`src/rtl/gpio_bank_pkg.sv`:
```
package gpio_bank_pkg;

    localparam int ADDR_W = 7;

    localparam logic [ADDR_W-1:0] A_MODE = 7'h00;
    localparam logic [ADDR_W-1:0] A_DIR  = 7'h04;
    localparam logic [ADDR_W-1:0] A_ODAT = 7'h08;
    localparam logic [ADDR_W-1:0] A_IDAT = 7'h0C;
    localparam logic [ADDR_W-1:0] A_PEND = 7'h10;
    localparam logic [ADDR_W-1:0] A_PCLR = 7'h14;
    localparam logic [ADDR_W-1:0] A_MASK = 7'h18;
    localparam logic [ADDR_W-1:0] A_MSET = 7'h1C;
    localparam logic [ADDR_W-1:0] A_POL  = 7'h20;
    localparam logic [ADDR_W-1:0] A_EDGE = 7'h24;
    localparam logic [ADDR_W-1:0] A_OSEL = 7'h40;
    localparam logic [ADDR_W-1:0] A_BOTH = 7'h4C;
    localparam logic [ADDR_W-1:0] A_INEN = 7'h50;

    typedef enum logic [3:0] {
        RS_MODE, RS_DIR, RS_ODAT, RS_IDAT, RS_PEND, RS_PCLR, RS_MASK,
        RS_MSET, RS_POL, RS_EDGE, RS_OSEL, RS_BOTH, RS_INEN, RS_NONE
    } reg_sel_e;

    typedef enum logic [1:0] {
        TRG_OFF, TRG_LEVEL, TRG_ONE, TRG_BOTH
    } trig_e;

    function automatic reg_sel_e decode_addr(input logic [ADDR_W-1:0] a);
        reg_sel_e s;
        case (a)
            A_MODE:  s = RS_MODE;
            A_DIR:   s = RS_DIR;
            A_ODAT:  s = RS_ODAT;
            A_IDAT:  s = RS_IDAT;
            A_PEND:  s = RS_PEND;
            A_PCLR:  s = RS_PCLR;
            A_MASK:  s = RS_MASK;
            A_MSET:  s = RS_MSET;
            A_POL:   s = RS_POL;
            A_EDGE:  s = RS_EDGE;
            A_OSEL:  s = RS_OSEL;
            A_BOTH:  s = RS_BOTH;
            A_INEN:  s = RS_INEN;
            default: s = RS_NONE;
        endcase
        return s;
    endfunction

endpackage

```
`src/rtl/gpio_sync.sv`:
```
module gpio_sync #(
    parameter int W      = 32,
    parameter int STAGES = 2
) (
    input  logic         clk,
    input  logic         rst_n,
    input  logic [W-1:0] d,
    output logic [W-1:0] q
);
    logic [W-1:0] st [STAGES];

    always_ff @(posedge clk or negedge rst_n) begin
        if (!rst_n) begin
            for (int i = 0; i < STAGES; i++) st[i] <= '0;
        end else begin
            st[0] <= d;
            for (int i = 1; i < STAGES; i++) st[i] <= st[i-1];
        end
    end

    assign q = st[STAGES-1];
endmodule

```
`src/rtl/gpio_line_detect.sv`:
```
module gpio_line_detect
    import gpio_bank_pkg::*;
(
    input  logic clk,
    input  logic rst_n,
    input  logic lvl,
    input  logic irq_mode,
    input  logic pol,
    input  logic edge_sel,
    input  logic both,
    input  logic clr,
    output logic pend
);
    logic  prev_q;
    logic  rise, fall, hit, pend_d;
    trig_e kind;

    always_ff @(posedge clk or negedge rst_n) begin
        if (!rst_n) prev_q <= 1'b0;
        else        prev_q <= lvl;
    end

    assign rise = lvl & ~prev_q;
    assign fall = ~lvl & prev_q;

    always_comb begin
        if (!irq_mode)      kind = TRG_OFF;
        else if (!edge_sel) kind = TRG_LEVEL;
        else if (both)      kind = TRG_BOTH;
        else                kind = TRG_ONE;
    end

    always_comb begin
        hit    = 1'b0;
        pend_d = 1'b0;
        unique case (kind)
            TRG_OFF:   pend_d = 1'b0;
            TRG_LEVEL: pend_d = lvl ^ pol;
            TRG_ONE: begin
                hit    = pol ? fall : rise;
                pend_d = hit | (pend & ~clr);
            end
            TRG_BOTH: begin
                hit    = rise | fall;
                pend_d = hit | (pend & ~clr);
            end
        endcase
    end

    always_ff @(posedge clk or negedge rst_n) begin
        if (!rst_n) pend <= 1'b0;
        else        pend <= pend_d;
    end
endmodule

```
`src/rtl/gpio_irq_bank.sv`:
```
module gpio_irq_bank
    import gpio_bank_pkg::*;
#(
    parameter int N           = 32,
    parameter int SYNC_STAGES = 2
) (
    input  logic              clk,
    input  logic              rst_n,
    input  logic              bus_we,
    input  logic [ADDR_W-1:0] bus_addr,
    input  logic [N-1:0]      bus_wdata,
    output logic [N-1:0]      bus_rdata,
    input  logic [N-1:0]      pad_in,
    input  logic [N-1:0]      alt_data,
    output logic [N-1:0]      pad_out,
    output logic [N-1:0]      pad_oe,
    output logic              irq
);
    logic [N-1:0] mode_q, dir_q, odat_q, pol_q, edge_q, both_q, osel_q, inen_q, mask_q;
    logic [N-1:0] pad_sync, pend, pclr;
    logic         irq_q;
    reg_sel_e     wsel, rsel;

    assign rsel = decode_addr(bus_addr);
    assign wsel = bus_we ? rsel : RS_NONE;
    assign pclr = (wsel == RS_PCLR) ? bus_wdata : '0;

    always_ff @(posedge clk or negedge rst_n) begin
        if (!rst_n) begin
            mode_q <= '0; dir_q  <= '0; odat_q <= '0;
            pol_q  <= '0; edge_q <= '0; both_q <= '0;
            osel_q <= '0; inen_q <= '0; mask_q <= '0;
        end else begin
            unique case (wsel)
                RS_MODE: mode_q <= bus_wdata;
                RS_DIR:  dir_q  <= bus_wdata;
                RS_ODAT: odat_q <= bus_wdata;
                RS_POL:  pol_q  <= bus_wdata;
                RS_EDGE: edge_q <= bus_wdata;
                RS_BOTH: both_q <= bus_wdata;
                RS_OSEL: osel_q <= bus_wdata;
                RS_INEN: inen_q <= bus_wdata;
                RS_MASK: mask_q <= mask_q & bus_wdata;
                RS_MSET: mask_q <= mask_q | bus_wdata;
                default: ;
            endcase
        end
    end

    gpio_sync #(.W(N), .STAGES(SYNC_STAGES)) u_sync (
        .clk   (clk),
        .rst_n (rst_n),
        .d     (pad_in),
        .q     (pad_sync)
    );

    for (genvar g = 0; g < N; g++) begin : g_line
        gpio_line_detect u_det (
            .clk      (clk),
            .rst_n    (rst_n),
            .lvl      (pad_sync[g]),
            .irq_mode (mode_q[g]),
            .pol      (pol_q[g]),
            .edge_sel (edge_q[g]),
            .both     (both_q[g]),
            .clr      (pclr[g]),
            .pend     (pend[g])
        );
    end

    always_ff @(posedge clk or negedge rst_n) begin
        if (!rst_n) irq_q <= 1'b0;
        else        irq_q <= |(pend & mask_q);
    end
    assign irq = irq_q;

    always_comb begin
        unique case (rsel)
            RS_MODE: bus_rdata = mode_q;
            RS_DIR:  bus_rdata = dir_q;
            RS_ODAT: bus_rdata = odat_q;
            RS_IDAT: bus_rdata = pad_sync & inen_q;
            RS_PEND: bus_rdata = pend;
            RS_MASK: bus_rdata = mask_q;
            RS_POL:  bus_rdata = pol_q;
            RS_EDGE: bus_rdata = edge_q;
            RS_BOTH: bus_rdata = both_q;
            RS_OSEL: bus_rdata = osel_q;
            RS_INEN: bus_rdata = inen_q;
            default: bus_rdata = '0;
        endcase
    end

    assign pad_oe  = dir_q & ~mode_q;
    assign pad_out = (osel_q & alt_data) | (~osel_q & odat_q);
endmodule

```
`config.mk`:
```
export PLATFORM = sky130hd
export DESIGN_NAME = gpio_irq_bank
export DESIGN_NICKNAME = d
export VERILOG_FILES = /design/src/rtl/gpio_bank_pkg.sv /design/src/rtl/gpio_sync.sv /design/src/rtl/gpio_line_detect.sv /design/src/rtl/gpio_irq_bank.sv
export SDC_FILE = /design/constraint.sdc
export NUM_CORES = 1
export LEC_CHECK = 0
export BUFFER_PORTS_ARGS = -buffer_cell sky130_fd_sc_hd__buf_4
export CAP_MARGIN = 40
export CORE_MARGIN = 8
export CORE_UTILIZATION = 50
export DETAILED_ROUTE_END_ITERATION = 10
export GPL_TIMING_DRIVEN = 0
export PLACE_DENSITY = 0.69
export SKIP_CTS_REPAIR_TIMING = 1
export SLEW_MARGIN = 15
export SYNTH_ARGS = -nofsm -noshare
export SYNTH_HDL_FRONTEND = slang
export SYNTH_SLANG_ARGS = --single-unit
```
`constraint.sdc`:
```
create_clock -name clk -period 1.7 [get_ports clk]
set_input_delay 0.085 -clock clk [delete_from_list [all_inputs] [get_ports clk]]
set_output_delay 0.085 -clock clk [all_outputs]
set_load 0.05 [all_outputs]
```
Yosys cells after proc, flatten, opt, wreduce, memory -nomap -nowiden
Index checks and enable logic that the tools add are counted.
Widths: inputs -> output; s select.
{"block": "word_totals", "reg_bits": 417, "input_bits": 106, "out_inout_bits": 97, "wordCells": 736}
{"block": "classes", "n_eq_ne": 128, "mux": 165, "n_bitwise": 330, "reduce_logical": 37}
{"op": "$pmux 32 s11", "count": 1}
{"op": "$and 32x32->32", "count": 6}
{"op": "$eq 2x2->1 const B", "count": 64}
{"op": "$mux 2", "count": 64}
{"op": "$pmux 1 s4", "count": 32}
{"op": "$and 1x1->1", "count": 96}
{"op": "$not 1->1", "count": 96}
{"op": "$or 1x1->1", "count": 96}
{"op": "$eq 2x1->1 const B", "count": 32}
{"op": "$logic_not 2->1", "count": 32}
{"op": "$mux 1", "count": 64}
{"op": "$not 32->32", "count": 2}
{"op": "$or 32x32->32", "count": 2}
{"op": "$pmux 32 s2", "count": 1}
{"op": "$pmux 4 s13", "count": 1}
{"op": "$eq 4x4->1 const B", "count": 10}
{"op": "$mux 32", "count": 1}
{"op": "$reduce_or 32->1", "count": 1}
{"op": "$xor 1x1->1", "count": 32}
{"op": "$eq 7x5->1 const B", "count": 4}
{"op": "$eq 7x7->1 const B", "count": 3}
{"op": "$eq 4x3->1 const B", "count": 5}
{"op": "$eq 7x4->1 const B", "count": 2}
{"op": "$eq 7x6->1 const B", "count": 2}
{"op": "7 further kinds", "count": 11}

Logic depth before layout (Yosys ltp)
Gate-level depths: netlist of the first run.
{"block": "logic_depth", "word_depth": 9, "mapped_depth": 8, "ltp_nobuf": 6}

By module
A second synthesis of the first run with hierarchy kept.
{"block": "hier_totals", "cells_unflattened": 1752, "area_unflattened_um2": 20851.2}
{"module": "gpio_irq_bank", "instances": 1, "cells_per_inst": 1240, "area_each_um2": 14765.4, "seq_area_each_um2": 7231.9}
{"module": "gpio_line_detect", "instances": 32, "cells_per_inst": 13, "area_each_um2": 132.6, "seq_area_each_um2": 50.0}
{"module": "gpio_sync", "instances": 1, "cells_per_inst": 96, "area_each_um2": 1841.8, "seq_area_each_um2": 1601.5}

Least setup slack after synthesis of the first run
Ideal clock, no wire load.
{"block": "synth_path", "path_type": "input-to-output", "start": "in bus_addr[6]", "end": "out bus_rdata[14]", "arrival_ns": 1.794, "required_time_ns": 1.615, "slack_ns": -0.179, "cell_stages": 7, "n_path_buf": 3, "path_cell_list": "buf_2 nor2_2 or4b_1 clkbuf_1 buf_2 o22a_1 nand3_1"}
{"block": "synth_via", "elab_chain_len": 4, "elab_cells_between_ends": 26, "classes_between": "eq/ne (22); mux (2); reduce/logical (2)"}
{"element": "start: declaration", "line_no": "gpio_irq_bank.sv:10", "source": "input logic [ADDR_W-1:0] bus_addr,"}
{"element": "$eq 7x7->1 (tied with other cells)", "line_no": "gpio_bank_pkg.sv:30", "source": "case (a)"}
{"element": "$pmux 4 s13 *", "line_no": "gpio_bank_pkg.sv:30"}
{"element": "$eq 4x4->1 (tied with other cells)", "line_no": "gpio_irq_bank.sv:78", "source": "unique case (rsel)"}
{"element": "$pmux 32 s11 *", "line_no": "gpio_irq_bank.sv:78"}
{"element": "end: declaration", "line_no": "gpio_irq_bank.sv:12", "source": "output logic [N-1:0] bus_rdata,"}
Mark *: on every way between the ends. The rest lies on a longest branch, timed or not.

Worst setup path in the final report of the first run
{"block": "layout_path", "start": "in bus_addr[4]", "end": "out bus_rdata[30]"}
Same word-level chain as after synthesis.

==> summary.md, run 1 <==
| Metric | Value |
|---|---|
| Status | complete, but fails checks |
| Failing checks | hold timing, setup timing |
| Clk pin slew, worst setup/hold paths | 0.06 ns |
| Clk pwr share | 0.419 |
| Num rows | 75 |
| FF+latch count, synth | 417 |
| Final Non-Filler Cells | 2,819 |
| Pin count of the biggest net entering global routing | 105 |
| Worst path required time | 1.62 ns |
| Layout cells sized above 1 | 0.3607 |
| Startpoint types | primary input |
| Switching power of the nets | 0.006913 W |
| WHS | -0.5404 ns |
| Vias/cell | 6.344 |
| Worst slew pin tran | 0.8947 ns |
| WP data arrival | 2.09 ns |
| IO Port Bufs | 197 |
| YS warnings | 0 |
| Synthesized area per cell | 11.31 um^2 |
| P&R area growth vs syn | 30.28% |
| Worst skew pair latency | 0.59 ns |
| Fillers | 3,167 |
| CTS HTree Levels | 2 |
| Fin. max-slew vios | 0 |
| Initial Utilization | 0.5016 |
| Worst Path Max Fanout | 10 |
| Fin util | 0.6535 |
| Num ports | 203 |
| Setup TNS | -9.370 ns |
| Post-Syn Area | 0.02085 mm^2 |
| Sequential fraction of the synthesis area | 0.5005 |
| DP HPWL | 49,490 um |
| Ys async rst share | 1.000 |
| Via count of the routed design | 17,884 |
| FMAX | 459.3 MHz |
| Multi-input logic area | 0.01021 mm^2 |
| Slew HR | 0.4036 |
| Die height | 220.2 um |
| RSZ-0062 raised after global routing | true |
| Setup violators final | 36 |
| Die Area | 0.04849 mm^2 |
| Drt pass-1 iters | 6 |
| Worst setup EP type | primary output |
| DRC | 0 |
| Endpoints failing hold | 189 |
| Worst hold path class | in2async |
| Dominant cell type by area after synthesis | dfrtp_1 |
| Initial DRC count | 1,623 |
| Number of global-route vias before repair | 17,262 |
| Final ANT Viol Nets | 0 |
| Top post-synthesis cells by area | dfrtp_1 50%, mux2_2 9.7%, ha_1 3.8%, mux2i_1 3.4%, nand2_1 2.5% |
| First-pass GRT wire length | 106,500 um |
| Syn_nets | 2,013 |
| Die width | 220.2 um |
| Distinct cells, synth | 63 |
| GP Congestion | 0.9414 |
| Switching share of power | 0.2732 |
| Total grt overflow | 0 |
| Max-Cap Viols | 0 |
| Cell count after synthesis | 1,843 |
| Fraction of power consumed by sequential logic | 0.442 |
| Top_reg_cell synth | dfrtp_1 |
| Clock skew | 0.008572 ns |
| Leak | 13.09 nW |
| Num CTS Buffers | 46 |
| Placed instance area | 0.02334 mm^2 |
| Reg2reg setup slack | -0.01 ns |
| Sequential Area | 0.01049 mm^2 |
| Routed length per instance | 26.33 um |
| DP Cell Count | 2,588 |
| CTS Sinks | 417 |
| Internal power | 0.01839 W |
| Nets | 2,413 |
| Final Cell Area | 0.02716 mm^2 |
| Final worst slack | -0.4774 ns |
| CTS max path bufs | 3 |
| Part of the cycle the worst path needs | 1.281 |
| Core box area | 0.04157 mm^2 |
| Combinational share of power | 0.139 |
| Most frequent cells in the layout | 376 x dfrtp_1, 259 x buf_4, 171 x mux2_2, 141 x nand2_1, 91 x inv_1 |
| Initial antenna violation count | 1 |
| DRT Wirelength | 74,240 um |
| Commonest non-fill, non-tap cell in the layout | dfrtp_1 |
| CTS tree | built |
| EDFF count, synth | 0 |
| Cell Pwr Density | 931.5 mW/mm^2 |
| Top-area cell type share of the netlist area | 0.5005 |
| Root Driver | clkbuf_16 |
| Maximum VDD drop | 0.0008009 V |
| WS Path Type | in2out |
| Period minus WS final | 2.177 ns |
| GRT Total Usage | 0.2943 |
[power groups by stage]
stage                     clock (W)  combinational, W  sequential, W
after floorplan                   0           0.00192         0.0111
after global placement            0           0.00291         0.0113
after detailed placement          0           0.00302         0.0113
after CTS                    0.0107           0.00304         0.0112
after global routing         0.0111           0.00377         0.0112
final                        0.0106           0.00352         0.0112
[worst paths after layout]
kind                                        from            end  cells past startpoint
max in group asynchronous                  rst_n   u_sync.q[11]                      4
max reg2reg                g_line[26].u_det.pend            irq                      3
min                                        rst_n    u_sync.q[8]                      1
max                                  bus_addr[4]  bus_rdata[30]                      9
min in group clk                     bus_addr[5]     mask_q[31]                      4
min reg2reg                        u_sync.st[46]   u_sync.q[14]                      0
[cell usage after synthesis, types with 3 or more instances]
cell type  count
dfrtp_1      417
mux2_2       180
nand2_1      141
inv_1         97
o21ai_0       89
clkbuf_1      74
mux2i_1       70
a22oi_1       68
ha_1          64
a21oi_1       63
nand3_1       50
nor2_1        48
buf_2         37
nor2b_1       37
a22o_1        35
a31oi_1       34
xor2_1        32
a2111oi_0     30
a32o_1        28
mux2_1        21
o21ai_1       19
a31o_2        17
and4_1        17
o221ai_1      17
o2bb2ai_1     16
a211oi_1      15
mux2_4        15
o32ai_1       15
a222oi_1      13
o22a_1        12
buf_4         10
nand4_1        8
a32oi_1        5
or4_1          4
and2_1         3
nor3_1         3
nor3b_1        3
nor4_4         3
[per-layer routing]
layer	part of all wire	vias up	GRT usage
li1	-	7632	-
met1	0.38	8984	0.3720
met2	0.47	1028	0.4636
met3	0.099	240	0.06916
met4	0.057	0	0.1634
met5	0	-	0
[per-stage QoR]
step	setup slack [ns]	power, W
after floorplan	-0.03519	0.01302
after global placement	-3.724	0.01422
after detailed placement	-0.9168	0.01435
after CTS	-0.9184	0.02488
after global routing	-0.5445	0.02606
final	-0.4774	0.02530
[kinds of logic (layout without fill, tap and decap cells)]
group,count (synthesis),after routing,synth area share
fa+ha+maj,64,64,0.03840
other cells,0,1,0
xor+xnor,32,32,0.01344
mux,286,286,0.1530
compound gates,485,485,0.1662
simple gates,339,339,0.08425
buf+inv,220,656,0.04434
flops,417,417,0.5005
[worst max-delay path, cell delays in order]
cell      delay (ns)
buf_4           0.12
buf_4           0.17
buf_2           0.32
clkbuf_1        0.45
buf_6           0.24
mux2i_1         0.22
o22a_1          0.16
nand3_2         0.09
buf_4           0.22
[final cells by class]
type	instances	share of cell area
multi-input cells	1206	0.3758
flip-flops and latches	417	0.3860
repair buffers	354	0.1157
plain buffers	121	0.02542
clock buffers	70	0.05209
clock inverters	14	0.006587
well taps	539	0.02483
inverters	97	0.01350
diodes	1	0.00009212
Note: power is estimated with default switching activity, not from simulation.
==> run 2, diff against run 1 <==
PLACE_DENSITY = 0.72   (was 0.69)
clock period = 1.91 ns   (was 1.7 ns; I/O delays follow)
==> run 2 against run 1 <==
Effect of this change: the run still ends with hold timing, setup timing left; hold slack improved by 0.0053 ns; first-iteration DRC count rose by 34%; core utilization fell by 2.1 points; power fell by 14%; wire length fell by 1.5%; critical endpoint is now bus_rdata[29]; global-route usage fell by 0.37 points; via count fell by 0.81%; register-to-register slack improved by 0.12 ns; final cell count fell by 0.64%; die area did not move; non-clock buffer count fell by 14; sequential share of layout area rose by 1.2 points.
==> summary.md, run 2 (synthesis results as in run 1) <==
| Metric | Value |
|---|---|
| Commonest non-fill, non-tap cell in the layout | dfrtp_1 (unchanged) |
| Post-Place Setup Slack | -0.7500 ns (was -0.9168 ns) |
| Total grt overflow | 0 (unchanged) |
| Crit path buffers/inverters | 1 (was 6) |
| Reg2reg setup slack | 0.11 ns (was -0.01 ns) |
| First-pass GRT wire length | 106,000 um (was 106,500 um) |
| Final Non-Filler Cells | 2,801 (was 2,819) |
| Worst skew pair latency | 0.59 ns (about the same) |
| Switching power of the nets | 0.005992 W (was 0.006913 W) |
| Drt pass-1 iters | 7 (was 6) |
| Switching share of power | 0.2745 (was 0.2732) |
| Die Area | 0.04849 mm^2 (unchanged) |
| Slew HR | 0.3711 (was 0.4036) |
| Slowest-stage cell, CP | a222oi_1 (was clkbuf_1) |
| Num CTS Buffers | 45 (was 46) |
| Final worst slack | -0.4197 ns (was -0.4774 ns) |
| Clk pwr share | 0.407 (was 0.419) |
| Leak | 12.74 nW (was 13.09 nW) |
| Status | complete, but fails checks (unchanged) |
| IO Port Bufs | 197 (unchanged) |
| RSZ-0062 raised after global routing | true (unchanged) |
| Endpoints failing hold | 141 (was 189) |
| Root Driver | clkbuf_16 (unchanged) |
| Worst path required time | 1.81 ns (was 1.62 ns) |
| CTS HTree Levels | 2 (unchanged) |
| Startpoint types | flip-flop (was primary input) |
| Crit. Startpoint | osel_q[29] (was bus_addr[4]) |
| Combinational share of power | 0.137 (was 0.139) |
| Ordered list of cells on the worst path | nor2b_4, a222oi_1, a21oi_1, nand3b_1, buf_6 (was buf_4, buf_4, buf_2, clkbuf_1, buf_6, mux2i_1, o22a_1, nand3_2, buf_4) |
| Slowest cell delay on critical path | 0.44 ns (was 0.45 ns) |
| CTS max path bufs | 3 (unchanged) |
| WHS | -0.5351 ns (was -0.5404 ns) |
| Number of global-route vias before repair | 17,555 (was 17,262) |
| Clock skew | 0.02548 ns (was 0.008572 ns) |
| Pin count of the biggest net entering global routing | 105 (unchanged) |
| Period minus WS final | 2.330 ns |
| Most frequent cells in the layout | 395 x dfrtp_1, 263 x buf_4, 178 x mux2_2, 141 x nand2_1, 97 x inv_1 (was 376 x dfrtp_1, 259 x buf_4, 171 x mux2_2, 141 x nand2_1, 91 x inv_1) |
| GRT Total Usage | 0.2906 (was 0.2943) |
| Core box area | 0.04157 mm^2 (unchanged) |
| WP data arrival | 2.23 ns (was 2.09 ns) |
| Routed length per instance | 26.10 um (was 26.33 um) |
| Num ports | 203 (unchanged) |
| Initial DRC count | 2,177 (was 1,623) |
| DP Cell Count | 2,585 (was 2,588) |
| DP HPWL | 49,500 um (was 49,490 um) |
| Via count of the routed design | 17,740 (was 17,884) |
| Die height | 220.2 um (unchanged) |
| Internal power | 0.01583 W (was 0.01839 W) |
| P&R area growth vs syn | 26.05% (was 30.28%) |
| Max-Cap Viols | 0 (unchanged) |
| Worst Path Max Fanout | 2 (was 10) |
| Part of the cycle the worst path needs | 1.220 |
| Setup TNS | -4.005 ns (was -9.370 ns) |
| Failing checks | hold timing, setup timing (unchanged) |
| FMAX | 429.2 MHz |
| Num rows | 75 (unchanged) |
| Vias/cell | 6.333 (was 6.344) |
| Worst setup EP type | primary output (unchanged) |
| Layout cells sized above 1 | 0.3109 (was 0.3607) |
| RR Startpoint | u_sync.q[6] (was g_line[26].u_det.pend) |
| GP Congestion | 0.9721 (was 0.9414) |
| Crit-path leading delay family | compound AO/OA/AOI/OAI gates (was buffers and inverters) |
| Worst hold path class | in2async (unchanged) |
| Die width | 220.2 um (unchanged) |
| Nets | 2,398 (was 2,413) |
| Initial antenna violation count | 1 (unchanged) |
| Worst slew pin tran | 0.9433 ns (was 0.8947 ns) |
| WS Path Type | reg2out (was in2out) |
| Initial Utilization | 0.5016 (unchanged) |
| Fin. max-slew vios | 0 (unchanged) |
| CTS tree | built (unchanged) |
| DRT Wirelength | 73,110 um (was 74,240 um) |
| Maximum VDD drop | 0.0006985 V (was 0.0008009 V) |
| Fraction of power consumed by sequential logic | 0.456 (was 0.442) |
| DRC | 0 (unchanged) |
| Setup violators final | 26 (was 36) |
| Final ANT Viol Nets | 0 (unchanged) |
| Cell Pwr Density | 830.4 mW/mm^2 (was 931.5 mW/mm^2) |
| CTS Sinks | 417 (unchanged) |
| Clk pin slew, worst setup/hold paths | 0.06 ns (about the same) |
run 2: area by class of cell:
type	count	area, um^2
Buffer	120	651.9
Inverter	97	364.1
Clock buffer	70	1333
Clock inverter	10	132.6
Antenna cell	1	2.502
Multi-Input combinational cell	1206	9727
Tap cell	539	674.4
Fill cell	3250	15290
Sequential cell	417	10460
Timing Repair Buffer	341	2937
run 2: per-stage QoR:
step / cell area, um^2 / power (W) / util
after floorplan: 20850 / 0.01158 / -
after global placement: 23000 / 0.01263 / 0.5534
after detailed placement: 23150 / 0.01277 / 0.5570
after CTS: 24620 / 0.02158 / 0.5922
after global routing: 26280 / 0.02254 / 0.6323
final: 26280 / 0.02183 / 0.6323
run 2: per-layer routing:
| metal | up-vias | global-route usage | part of all wire |
|---|---|---|---|
| met5 | - | 0 | 0 |
| met4 | 0 | 0.1529 | 0.054 |
| met3 | 265 | 0.08024 | 0.11 |
| met2 | 1145 | 0.4604 | 0.46 |
| met1 | 8736 | 0.3605 | 0.38 |
| li1 | 7594 | - | - |
run 2: path summary, 6_finish.rpt:
kind,to,cells past startpoint
min in group clk,mask_q[31],4
hold reg to reg,u_sync.q[2],0
setup / recovery,bus_rdata[29],5
max in group asynchronous,u_sync.q[16],4
setup reg to reg,g_line[6].u_det.pend,5
hold / removal,u_sync.q[4],1
run 2: power groups by stage:
stage               Clock [W]  Combinational (W)  Sequential [W]
floorplan                   0            0.00170         0.00988
global placement            0            0.00256          0.0101
detailed placement          0            0.00267          0.0101
CTS                   0.00895            0.00269         0.00994
global route          0.00934            0.00321          0.0100
finish                0.00888            0.00300         0.00995
==> run 3, diff against run 2 <==
PLACE_DENSITY = 0.69   (was 0.72)
SLEW_MARGIN = 20   (was 15)
clock period = 2.67 ns   (was 1.91 ns; I/O delays follow)
==> run 3 against run 2 <==
Effect of this change: the run ends with setup timing left; setup slack better by 0.38 ns; combinational power down 33%; core utilization down 2.1 points; die area unchanged; wire length down 1.1%; clock power down 30%; clock skew down 0.0046 ns; via count down 2.3%; critical path type is now in2out; largest power group unchanged.
==> summary.md, run 3 (synthesis results as in run 1) <==
| Metric | Value |
|---|---|
| Status | complete, but fails checks (unchanged) |
| Failing checks | setup timing (was hold timing, setup timing) |
| Via count of the routed design | 17,332 (was 17,740) |
| DP HPWL | 49,850 um (was 49,500 um) |
| DRT Wirelength | 72,340 um (was 73,110 um) |
| Slew HR | 0.3744 (was 0.3711) |
| Routed length per instance | 26.42 um (was 26.10 um) |
| Num ports | 203 (unchanged) |
| Sequential Area | 0.01044 mm^2 (was 0.01046 mm^2) |
| Clk pin slew, worst setup/hold paths | 0.06 ns (about the same) |
| P&R area growth vs syn | 21.87% (was 26.05%) |
| RSZ-0062 raised after global routing | false (was true) |
| WP data arrival | 2.58 ns (was 2.23 ns) |
| Worst slew pin tran | 0.9384 ns (was 0.9433 ns) |
| Pin count of the biggest net entering global routing | 94 (was 105) |
| Multi-input logic area | 0.009502 mm^2 (was 0.009727 mm^2) |
| Reg2Reg Depth | 3 (was 5) |
| Max-Cap Viols | 0 (unchanged) |
| WS Path Type | in2out (was reg2out) |
| Maximum VDD drop | 0.0005378 V (was 0.0006985 V) |
| IO Port Bufs | 197 (unchanged) |
| Worst hold path class | in2async (unchanged) |
| Die width | 220.2 um (unchanged) |
| Final Cell Area | 0.02541 mm^2 (was 0.02628 mm^2) |
| Cell Pwr Density | 604.9 mW/mm^2 (was 830.4 mW/mm^2) |
| Fin. max-slew vios | 0 (unchanged) |
| GRT Total Usage | 0.2962 (was 0.2906) |
| FMAX | 368.8 MHz |
| RR Startpoint | g_line[2].u_det.pend (was u_sync.q[6]) |
| Root Driver | clkbuf_16 (unchanged) |
| Core box area | 0.04157 mm^2 (unchanged) |
| First-pass GRT wire length | 107,600 um (was 106,000 um) |
| Num CTS Buffers | 45 (unchanged) |
| Worst skew pair latency | 0.59 ns (about the same) |
| Fin util | 0.6113 (was 0.6323) |
| Total power | 0.01537 W (was 0.02183 W) |
| Drt pass-1 iters | 6 (was 7) |
| CTS HTree Levels | 2 (unchanged) |
| R2R Path End | irq (was g_line[6].u_det.pend) |
| Endpoints failing hold | 0 (was 141) |
| Initial Utilization | 0.5016 (unchanged) |
| Worst setup EP type | primary output (unchanged) |
| Vias/cell | 6.330 (was 6.333) |
| Worst Path Max Fanout | 10 (was 2) |
| Num rows | 75 (unchanged) |
| Part of the cycle the worst path needs | 1.016 |
| Setup violators final | 4 (was 26) |
| Final worst slack | -0.04180 ns (was -0.4197 ns) |
| Commonest non-fill, non-tap cell in the layout | dfrtp_1 (unchanged) |
| ANT cells | 0 (was 1) |
| Clock skew | 0.02092 ns (was 0.02548 ns) |
| Startpoint types | primary input (was flip-flop) |
| Die height | 220.2 um (unchanged) |
| Placed instance area | 0.02323 mm^2 (was 0.02315 mm^2) |
| Die Area | 0.04849 mm^2 (unchanged) |
| Setup TNS | -0.05766 ns (was -4.005 ns) |
| Leak | 12.27 nW (was 12.74 nW) |
| Initial DRC count | 2,042 (was 2,177) |
| Initial antenna violation count | 1 (unchanged) |
| Final ANT Viol Nets | 0 (unchanged) |
| Total grt overflow | 0 (unchanged) |
| CTS tree | built (unchanged) |
| Nets | 2,339 (was 2,398) |
| Layout cells sized above 1 | 0.2583 (was 0.3109) |
| Most frequent cells in the layout | 417 x dfrtp_1, 212 x buf_4, 180 x mux2_2, 141 x nand2_1, 97 x inv_1 (was 395 x dfrtp_1, 263 x buf_4, 178 x mux2_2, 141 x nand2_1, 97 x inv_1) |
| CTS Sinks | 417 (unchanged) |
| GP Congestion | 0.9553 (was 0.9721) |
| Worst path required time | 2.54 ns (was 1.81 ns) |
| DRC | 0 (unchanged) |
| Reg2reg setup slack | 0.91 ns (was 0.11 ns) |
| Period minus WS final | 2.712 ns |
| Number of global-route vias before repair | 17,404 (was 17,555) |
| CTS max path bufs | 3 (unchanged) |
| Fillers | 3,393 (was 3,250) |
==> run 3: cell count changes in the layout (fill, tap and decap cells not counted), sizes merged, moves of 2 or more <==
cell,delta
clkbuf,+9
buf,-70
clkinvlp,+2
bufinv,-3
==> run 3: routing by layer <==
layer / track usage / wire length [um]
met1: 0.3710 / 27870
met2: 0.4796 / 34120
met3: 0.06971 / 6640
met4: 0.1446 / 3700
met5: 0 / 13
==> run 3: per-stage QoR <==
stage / cells / setup WS (ns) / hold slack, ns
floorplan: 1843 / 0.6945 / -0.1621
global placement: 2579 / -2.778 / 0.2429
detailed placement: 2590 / -0.1426 / 0.04333
CTS: 2667 / -0.1562 / -0.5603
global route: 2738 / 0.004038 / 0.06558
finish: 2738 / -0.04180 / 0.03534
==> run 3: worst max-delay path, cell delays in order <==
cell and delay (ns):
buf_2 0.16, nor2_2 0.64, or4b_1 0.49, clkbuf_1 0.22, buf_2 0.30, o22a_1 0.25
nand3_1 0.13, buf_4 0.23
==> run 3: worst max-delay path by stage <==
stage / from / end / slack, ns / depth (start not counted)
2_1_floorplan: bus_addr[6] / bus_rdata[14] / 0.69 / 7
3_3_place_gp: rst_n / u_sync.st[48] / -2.78 / 1
3_5_place_dp: bus_addr[4] / bus_rdata[26] / -0.14 / 9
4_1_cts: bus_addr[4] / bus_rdata[26] / -0.16 / 9
5_1_grt: bus_addr[6] / bus_rdata[30] / 0.004 / 8
6_report: bus_addr[6] / bus_rdata[30] / -0.04 / 8
==> run 3: final cells by class <==
cell class	count	area share
inverter	97	0.01433
tap	539	0.02654
timing repair buffer	281	0.09483
sequential	417	0.4107
clock buffer	69	0.05584
buffer	121	0.02196
multi-input combinational	1206	0.3739
clock inverter	8	0.001920
==> run 3: power breakdown <==
part | total, W | switching (W) | leakage (nW) | internal (W)
Combinational | 0.00202 | 0.00119 | 6.10 | 0.000830
Sequential | 0.00712 | 0.000412 | 5.45 | 0.00671
Clock | 0.00623 | 0.00260 | 0.726 | 0.00364
Total | 0.0154 | 0.00420 | 12.3 | 0.0112
